==> src/rtl/ser_reg_pkg.sv <==
package ser_reg_pkg;

    localparam int ADDR_W = 5;
    localparam int DATA_W = 8;
    localparam int NREG   = 1 << ADDR_W;
    localparam int CMD_W  = ADDR_W + 3;

    typedef logic [ADDR_W-1:0] addr_t;
    typedef logic [DATA_W-1:0] word_t;

    typedef enum logic [1:0] {
        ST_CMD,
        ST_DATA,
        ST_IGN,
        ST_DONE
    } srp_state_e;

    // command byte, MSB first in the packed order
    typedef struct packed {
        logic  burst;
        logic  rsvd;
        addr_t addr;
        logic  rd;
    } srp_cmd_t;

    function automatic srp_cmd_t decode_cmd(input logic [CMD_W-1:0] raw);
        return srp_cmd_t'(raw);
    endfunction

endpackage

==> src/rtl/srp_sync.sv <==
module srp_sync #(
    parameter int               STAGES  = 2,
    parameter int               WIDTH   = 3,
    parameter logic [WIDTH-1:0] RST_VAL = '0
) (
    input  logic             clk,
    input  logic             rst,
    input  logic [WIDTH-1:0] d_in,
    output logic [WIDTH-1:0] q_out
);

    for (genvar s = 0; s < STAGES; s++) begin : g_stg
        logic [WIDTH-1:0] q;
        if (s == 0) begin : g_first
            always_ff @(posedge clk) begin
                if (rst) q <= RST_VAL;
                else     q <= d_in;
            end
        end else begin : g_next
            always_ff @(posedge clk) begin
                if (rst) q <= RST_VAL;
                else     q <= g_stg[s-1].q;
            end
        end
    end

    assign q_out = g_stg[STAGES-1].q;

endmodule

==> src/rtl/srp_regfile.sv <==
module srp_regfile
    import ser_reg_pkg::*;
(
    input  logic  clk,
    input  logic  rst,
    input  logic  we,
    input  addr_t waddr,
    input  word_t wdata,
    input  addr_t raddr,
    output word_t rdata
);

    word_t bank [NREG];

    for (genvar r = 0; r < NREG; r++) begin : g_reg
        word_t q;
        always_ff @(posedge clk) begin
            if (rst)                             q <= '0;
            else if (we && waddr == addr_t'(r))  q <= wdata;
        end
        assign bank[r] = q;
    end

    assign rdata = bank[raddr];

endmodule

==> src/rtl/srp_engine.sv <==
module srp_engine
    import ser_reg_pkg::*;
(
    input  logic       clk,
    input  logic       rst,
    input  logic       cs_s,
    input  logic       sclk_s,
    input  logic       sdi_s,
    input  logic       ices,
    input  logic       oces,
    input  word_t      rdata,
    output logic       we,
    output addr_t      waddr,
    output word_t      wdata,
    output addr_t      raddr,
    output logic       sdo,
    output logic       sdo_en,
    output logic       drive_ev,
    output logic       load_ev,
    output srp_state_e state_o,
    output logic       burst_o,
    output addr_t      addr_o
);

    localparam int MAXB = (CMD_W > DATA_W) ? CMD_W : DATA_W;
    localparam int BC_W = $clog2(MAXB) + 1;

    logic             sclk_q;
    logic             rise, fall, sample_ev;
    srp_state_e       state;
    logic [BC_W-1:0]  bit_cnt;
    logic [BC_W-1:0]  tx_cnt;
    logic [CMD_W-2:0] cmd_sh;
    logic [CMD_W-1:0] cmd_nxt;
    srp_cmd_t         cmd;
    logic [DATA_W-2:0] rx_sh;
    word_t            rx_nxt;
    word_t            tx_sh;
    addr_t            addr;
    logic             rd, burst;
    logic             load_req, load_first, tx_first;
    logic             sdo_q, sdo_en_q;

    always_comb begin
        rise      = sclk_s & ~sclk_q;
        fall      = ~sclk_s & sclk_q;
        sample_ev = ices ? fall : rise;
        drive_ev  = oces ? rise : fall;
        cmd_nxt   = {sdi_s, cmd_sh};
        cmd       = decode_cmd(cmd_nxt);
        rx_nxt    = {sdi_s, rx_sh};
        load_ev   = (state == ST_DATA) && load_req;
    end

    always_ff @(posedge clk) begin
        if (rst) sclk_q <= 1'b0;
        else     sclk_q <= sclk_s;
    end

    always_ff @(posedge clk) begin
        if (rst) begin
            state      <= ST_CMD;
            bit_cnt    <= '0;
            tx_cnt     <= '0;
            cmd_sh     <= '0;
            rx_sh      <= '0;
            tx_sh      <= '0;
            addr       <= '0;
            rd         <= 1'b0;
            burst      <= 1'b0;
            load_req   <= 1'b0;
            load_first <= 1'b0;
            tx_first   <= 1'b0;
            sdo_q      <= 1'b0;
            sdo_en_q   <= 1'b0;
            we         <= 1'b0;
            waddr      <= '0;
            wdata      <= '0;
        end else begin
            we       <= 1'b0;
            sdo_en_q <= ~cs_s;
            if (cs_s) begin
                state    <= ST_CMD;
                bit_cnt  <= '0;
                tx_cnt   <= '0;
                load_req <= 1'b0;
                tx_first <= 1'b0;
                sdo_q    <= 1'b0;
            end else begin
                unique case (state)
                    ST_CMD: begin
                        if (sample_ev) begin
                            cmd_sh <= cmd_nxt[CMD_W-1:1];
                            if (bit_cnt == BC_W'(CMD_W-1)) begin
                                bit_cnt <= '0;
                                if (cmd.rsvd) begin
                                    state <= ST_IGN;
                                end else begin
                                    state      <= ST_DATA;
                                    addr       <= cmd.addr;
                                    rd         <= cmd.rd;
                                    burst      <= cmd.burst;
                                    load_req   <= cmd.rd;
                                    load_first <= 1'b1;
                                end
                            end else begin
                                bit_cnt <= bit_cnt + BC_W'(1);
                            end
                        end
                    end
                    ST_DATA: begin
                        if (rd) begin
                            if (load_req) begin
                                tx_sh      <= rdata;
                                sdo_q      <= rdata[0];
                                load_req   <= 1'b0;
                                tx_first   <= load_first;
                                load_first <= 1'b0;
                                tx_cnt     <= '0;
                            end else if (drive_ev) begin
                                if (tx_first) begin
                                    tx_first <= 1'b0;
                                end else if (tx_cnt == BC_W'(DATA_W-1)) begin
                                    tx_cnt <= '0;
                                    if (burst) begin
                                        addr     <= addr + addr_t'(1);
                                        load_req <= 1'b1;
                                    end else begin
                                        state <= ST_DONE;
                                        sdo_q <= 1'b0;
                                    end
                                end else begin
                                    tx_cnt <= tx_cnt + BC_W'(1);
                                    tx_sh  <= tx_sh >> 1;
                                    sdo_q  <= tx_sh[1];
                                end
                            end
                        end else if (sample_ev) begin
                            rx_sh <= rx_nxt[DATA_W-1:1];
                            if (bit_cnt == BC_W'(DATA_W-1)) begin
                                bit_cnt <= '0;
                                we      <= 1'b1;
                                waddr   <= addr;
                                wdata   <= rx_nxt;
                                if (burst) addr  <= addr + addr_t'(1);
                                else       state <= ST_DONE;
                            end else begin
                                bit_cnt <= bit_cnt + BC_W'(1);
                            end
                        end
                    end
                    default: sdo_q <= 1'b0;
                endcase
            end
        end
    end

    assign raddr   = addr;
    assign sdo     = sdo_q;
    assign sdo_en  = sdo_en_q;
    assign state_o = state;
    assign burst_o = burst;
    assign addr_o  = addr;

endmodule

==> src/rtl/ser_reg_port.sv <==
module ser_reg_port
    import ser_reg_pkg::*;
#(
    parameter int SYNC_STAGES = 2
) (
    input  logic clk,
    input  logic rst,
    input  logic cs_n,
    input  logic sclk,
    input  logic sdi,
    input  logic ices,
    input  logic oces,
    output logic sdo,
    output logic sdo_en
);

    logic [2:0] pins_raw, pins_s;
    logic       cs_sync;
    logic       wr_en;
    addr_t      wr_addr, rd_addr, eng_addr;
    word_t      wr_data, rd_data;
    logic       eng_drive, eng_load, eng_burst;
    srp_state_e eng_state;

    assign pins_raw = {cs_n, sclk, sdi};
    assign cs_sync  = pins_s[2];

    srp_sync #(
        .STAGES (SYNC_STAGES),
        .WIDTH  (3),
        .RST_VAL(3'b100)
    ) u_sync (
        .clk  (clk),
        .rst  (rst),
        .d_in (pins_raw),
        .q_out(pins_s)
    );

    srp_regfile u_regs (
        .clk  (clk),
        .rst  (rst),
        .we   (wr_en),
        .waddr(wr_addr),
        .wdata(wr_data),
        .raddr(rd_addr),
        .rdata(rd_data)
    );

    srp_engine u_eng (
        .clk     (clk),
        .rst     (rst),
        .cs_s    (cs_sync),
        .sclk_s  (pins_s[1]),
        .sdi_s   (pins_s[0]),
        .ices    (ices),
        .oces    (oces),
        .rdata   (rd_data),
        .we      (wr_en),
        .waddr   (wr_addr),
        .wdata   (wr_data),
        .raddr   (rd_addr),
        .sdo     (sdo),
        .sdo_en  (sdo_en),
        .drive_ev(eng_drive),
        .load_ev (eng_load),
        .state_o (eng_state),
        .burst_o (eng_burst),
        .addr_o  (eng_addr)
    );

endmodule

==> config.mk <==
export PLATFORM = sky130hd
export DESIGN_NAME = ser_reg_port
export DESIGN_NICKNAME = d
export VERILOG_FILES = /design/src/rtl/ser_reg_pkg.sv /design/src/rtl/srp_sync.sv /design/src/rtl/srp_regfile.sv /design/src/rtl/srp_engine.sv /design/src/rtl/ser_reg_port.sv
export SDC_FILE = /design/constraint.sdc
export NUM_CORES = 1
export LEC_CHECK = 0
export BUFFER_PORTS_ARGS = -buffer_cell sky130_fd_sc_hd__buf_4
export CAP_MARGIN = 10
export CORE_MARGIN = 2
export CORE_UTILIZATION = 57
export CTS_CLUSTER_DIAMETER = 120
export DETAILED_ROUTE_END_ITERATION = 7
export PLACE_DENSITY = 0.88
export SLEW_MARGIN = 20
export SYNTH_ARGS = -nofsm -noshare
export SYNTH_HDL_FRONTEND = slang
export SYNTH_HIERARCHICAL = 1
export SYNTH_SLANG_ARGS = --single-unit
==> constraint.sdc <==
create_clock -name clk -period 2.7 [get_ports clk]
set_clock_uncertainty 0.15 [all_clocks]
set_input_delay 0.27 -clock clk [delete_from_list [all_inputs] [get_ports clk]]
set_output_delay 0.27 -clock clk [all_outputs]
set_load 0.1 [all_outputs]
==> flow_summary.json <==
{
  "dieArea_mm2": 0.0271,
  "ant_nets": 0,
  "start_util": 0.582,
  "rsz0062_at_grt": "yes",
  "leakagePower_nw": 5.16,
  "setup_viol": 0,
  "synth.distinct_cells": 59,
  "synth_edf_count": 0,
  "htree_levels": 2,
  "synth_flop_cell": "dfxtp_1",
  "synth-seq-area-share": 0.436,
  "maxCapViolations": 0,
  "cts.sinks": 320,
  "first_iter_violations": 3180,
  "syn_inst": 1643,
  "synth_warnings": 6,
  "dieWidth_um": 165,
  "syn-cell-area_mm2": 0.0147,
  "overflow": 0,
  "syn-num-nets": 1653,
  "multi_input_area_mm2": 0.00748,
  "fin_setup_tns_ns": 0,
  "critPathKind": "register to register",
  "cts_tree": "built",
  "fp-row-count": 58,
  "grt_max_degree": 116,
  "max_freq_ghz": 0.377,
  "nFillCells": 1849,
  "async_reset_ff_frac": 0,
  "hold_viol": 0,
  "endpoint_kind": "register",
  "arrival_ns": 2.87,
  "ctsRootBufferMaster": "clkbuf_16",
  "first_pass_iters": 7,
  "wl_per_cell_um": 25.1,
  "routed_wl_um": 48000,
  "total_power_mw": 9.83,
  "coreArea_mm2": 0.0253,
  "cts_buffers": 34,
  "grt_pass1_vias": 13395,
  "grtUsageTotal": 0.348,
  "die_h_um": 165,
  "clock_path_buffers": 3,
  "max_slew_margin": 0.519,
  "vias_per_cell": 7.41,
  "dpl.hpwl_um": 26900,
  "stdcell_count": 1913,
  "areaGrowthSynthToFinish_pct": 10.6,
  "layout.nets": 1567,
  "final.period_utilization": 0.981,
  "synth_seq_cells": 320,
  "antenna_found_initial": 0,
  "vias": 14168,
  "cp.required_ns": 2.92,
  "status": "finished clean",
  "powerDensity_mw_per_mm2": 604,
  "clk_pin_slew_ns": 0.06,
  "regArea_mm2": 0.00641,
  "port_buffers": 8,
  "hold_class": "input pin to register",
  "pin_count": 9,
  "period_needed_ns": 2.65,
  "dp_cells": 1844,
  "synth_largest_area_cell": "dfxtp_1",
  "vdd_drop_max_v": 0.000545,
  "cp-start-kind": "register",
  "place.gp.congestion": 0.962,
  "post-route-drc-count": 0,
  "synth_common_cells": "dfxtp_1 (320), a21oi_1 (279), nand3_1 (262)",
  "synth_top_area_frac": 0.436,
  "cp_max_fo": 12,
  "synth_most_common_cell": "dfxtp_1",
  "synth_area_leaders": "dfxtp_1 (44%), mux4_2 (12%), a21oi_1 (9.5%)",
  "avgSynthCellArea_um2": 8.95,
  "tightestPinTransition_ns": 0.721,
  "drv_slew": 0,
  "clk_latency_ns": 0.53,
  "layout-drive-gt1-share": 0.163,
  "antenna_cells": 0,
  "grt_pass1_wl_um": 74200
}
## cells by family (layout without fill, tap and decap cells)
family	after synthesis	after routing	synth area share
AO/OA/AOI/OAI	574	574	0.203
buffers and inverters	211	151	0.0603
AND/OR/NAND/NOR	416	416	0.149
multiplexers	118	118	0.149
XOR/XNOR	1	1	0.000596
flip-flops	320	320	0.436
adder cells (fa/ha/maj)	3	3	0.00255
## per-stage QoR
stage | hold WS [ns] | util | worst slack, ns | cell area [um^2]
6_report | 0.182 | 0.644 | 0.0502 | 16300
5_1_grt | 0.193 | 0.644 | -0.00140 | 16300
4_1_cts | 0.166 | 0.642 | 0.0388 | 16200
3_5_place_dp | 0.249 | 0.594 | 0.0712 | 15000
3_3_place_gp | 0.239 | 0.594 | 0.168 | 15000
2_1_floorplan | 0.192 | - | 0.0674 | 14700
## power by group
group / internal [mW] / switching (mW)
logic: 0.0267 / 0.0928
clock network: 2.98 / 2.01
registers: 4.72 / 0.00463
total: 7.73 / 2.10
## registers in the layout, indices dropped and copies added, names as in the netlist
register and flops:
u_eng/tx_cnt 4, u_eng/rx_sh 7, u_eng/rd 1, u_eng/load_req 1
u_eng/state_o 2, u_eng/wdata 8, u_regs/g.q 256, u_eng/addr_o 5
u_eng/sdo 1, u_eng/we 1, u_eng/tx_sh 7, u_sync/q_out 3
u_eng/load_first 1, u_eng/sclk_q 1, u_eng/waddr 5, u_eng/burst_o 1
u_eng/sdo_en 1, u_eng/cmd_sh 7, u_eng/bit_cnt 4, u_sync/g_stg.q 3
u_eng/tx_first 1
## final cells by class
cell class                      instances  area share
Inverter                                4    0.000923
Clock inverter                         14      0.0122
Sequential cell                       320       0.394
Timing Repair Buffer                   85      0.0462
Tap cell                              330      0.0254
Multi-Input combinational cell       1112       0.460
Clock buffer                           48      0.0611
## final timing paths
path / startpoint / endpoint / slack [ns] / depth (start not counted)
max: u_eng/addr_o[1] / u_eng/tx_sh[6] / 0.05 / 7
min: ices / u_eng/bit_cnt[0] / 0.18 / 5
max reg2reg: u_eng/addr_o[1] / u_eng/tx_sh[6] / 0.05 / 7
min reg2reg: u_sync/g_stg[0].q[2] / u_sync/q_out[2] / 0.25 / 1
## per-layer routing
metal,share of wire,global-route usage,vias to the layer above
met3,0.15,0.0957,330
met1,0.35,0.455,6593
li1,-,-,5838
met5,0,0,-
met2,0.44,0.540,1407
met4,0.063,0.162,0
## critical path, cell delays in order (launching register included)
cell and delay (ns):
dfxtp_4 0.42, buf_12 0.18, buf_4 0.13, mux4_2 0.49
mux4_2 0.54, mux2_2 0.30, mux2i_1 0.16, a211oi_1 0.11
## cell usage in the layout, fill, tap and decap left out, types with 3 or more instances in the layout
cell,count
inv_1,4
o32ai_1,3
ha_1,3
nand4_1,3
dfxtp_1,318
o21ai_0,256
clkbuf_8,10
buf_4,73
or3_1,3
clkbuf_16,34
nor2b_2,4
a211oi_1,9
o21ai_1,7
nor2_1,49
o22ai_1,3
nand4bb_1,3
nand3_1,262
clkinv_2,4
mux4_2,79
bufinv_16,4
nor3_1,5
mux2_2,9
and4b_1,3
nand3b_1,3
and3b_1,3
nand2_1,30
or2_2,7
a21oi_1,279
nand2b_1,8
mux2i_1,29
clkbuf_1,5
buf_12,6
nor2b_1,5
dlygate4sd3_1,3
nor4bb_4,3
inv_6,4
nand4b_1,5
o21ai_2,3
and2_1,3
## timing repair
action	in CTS	in global routing
hold buffers	3	0
gates resized for setup	0	2
buffers inserted	0	4
setup endpoints to repair	0	4
endpoints found under the hold margin	3	0
Note: power is estimated with default switching activity, not from simulation.
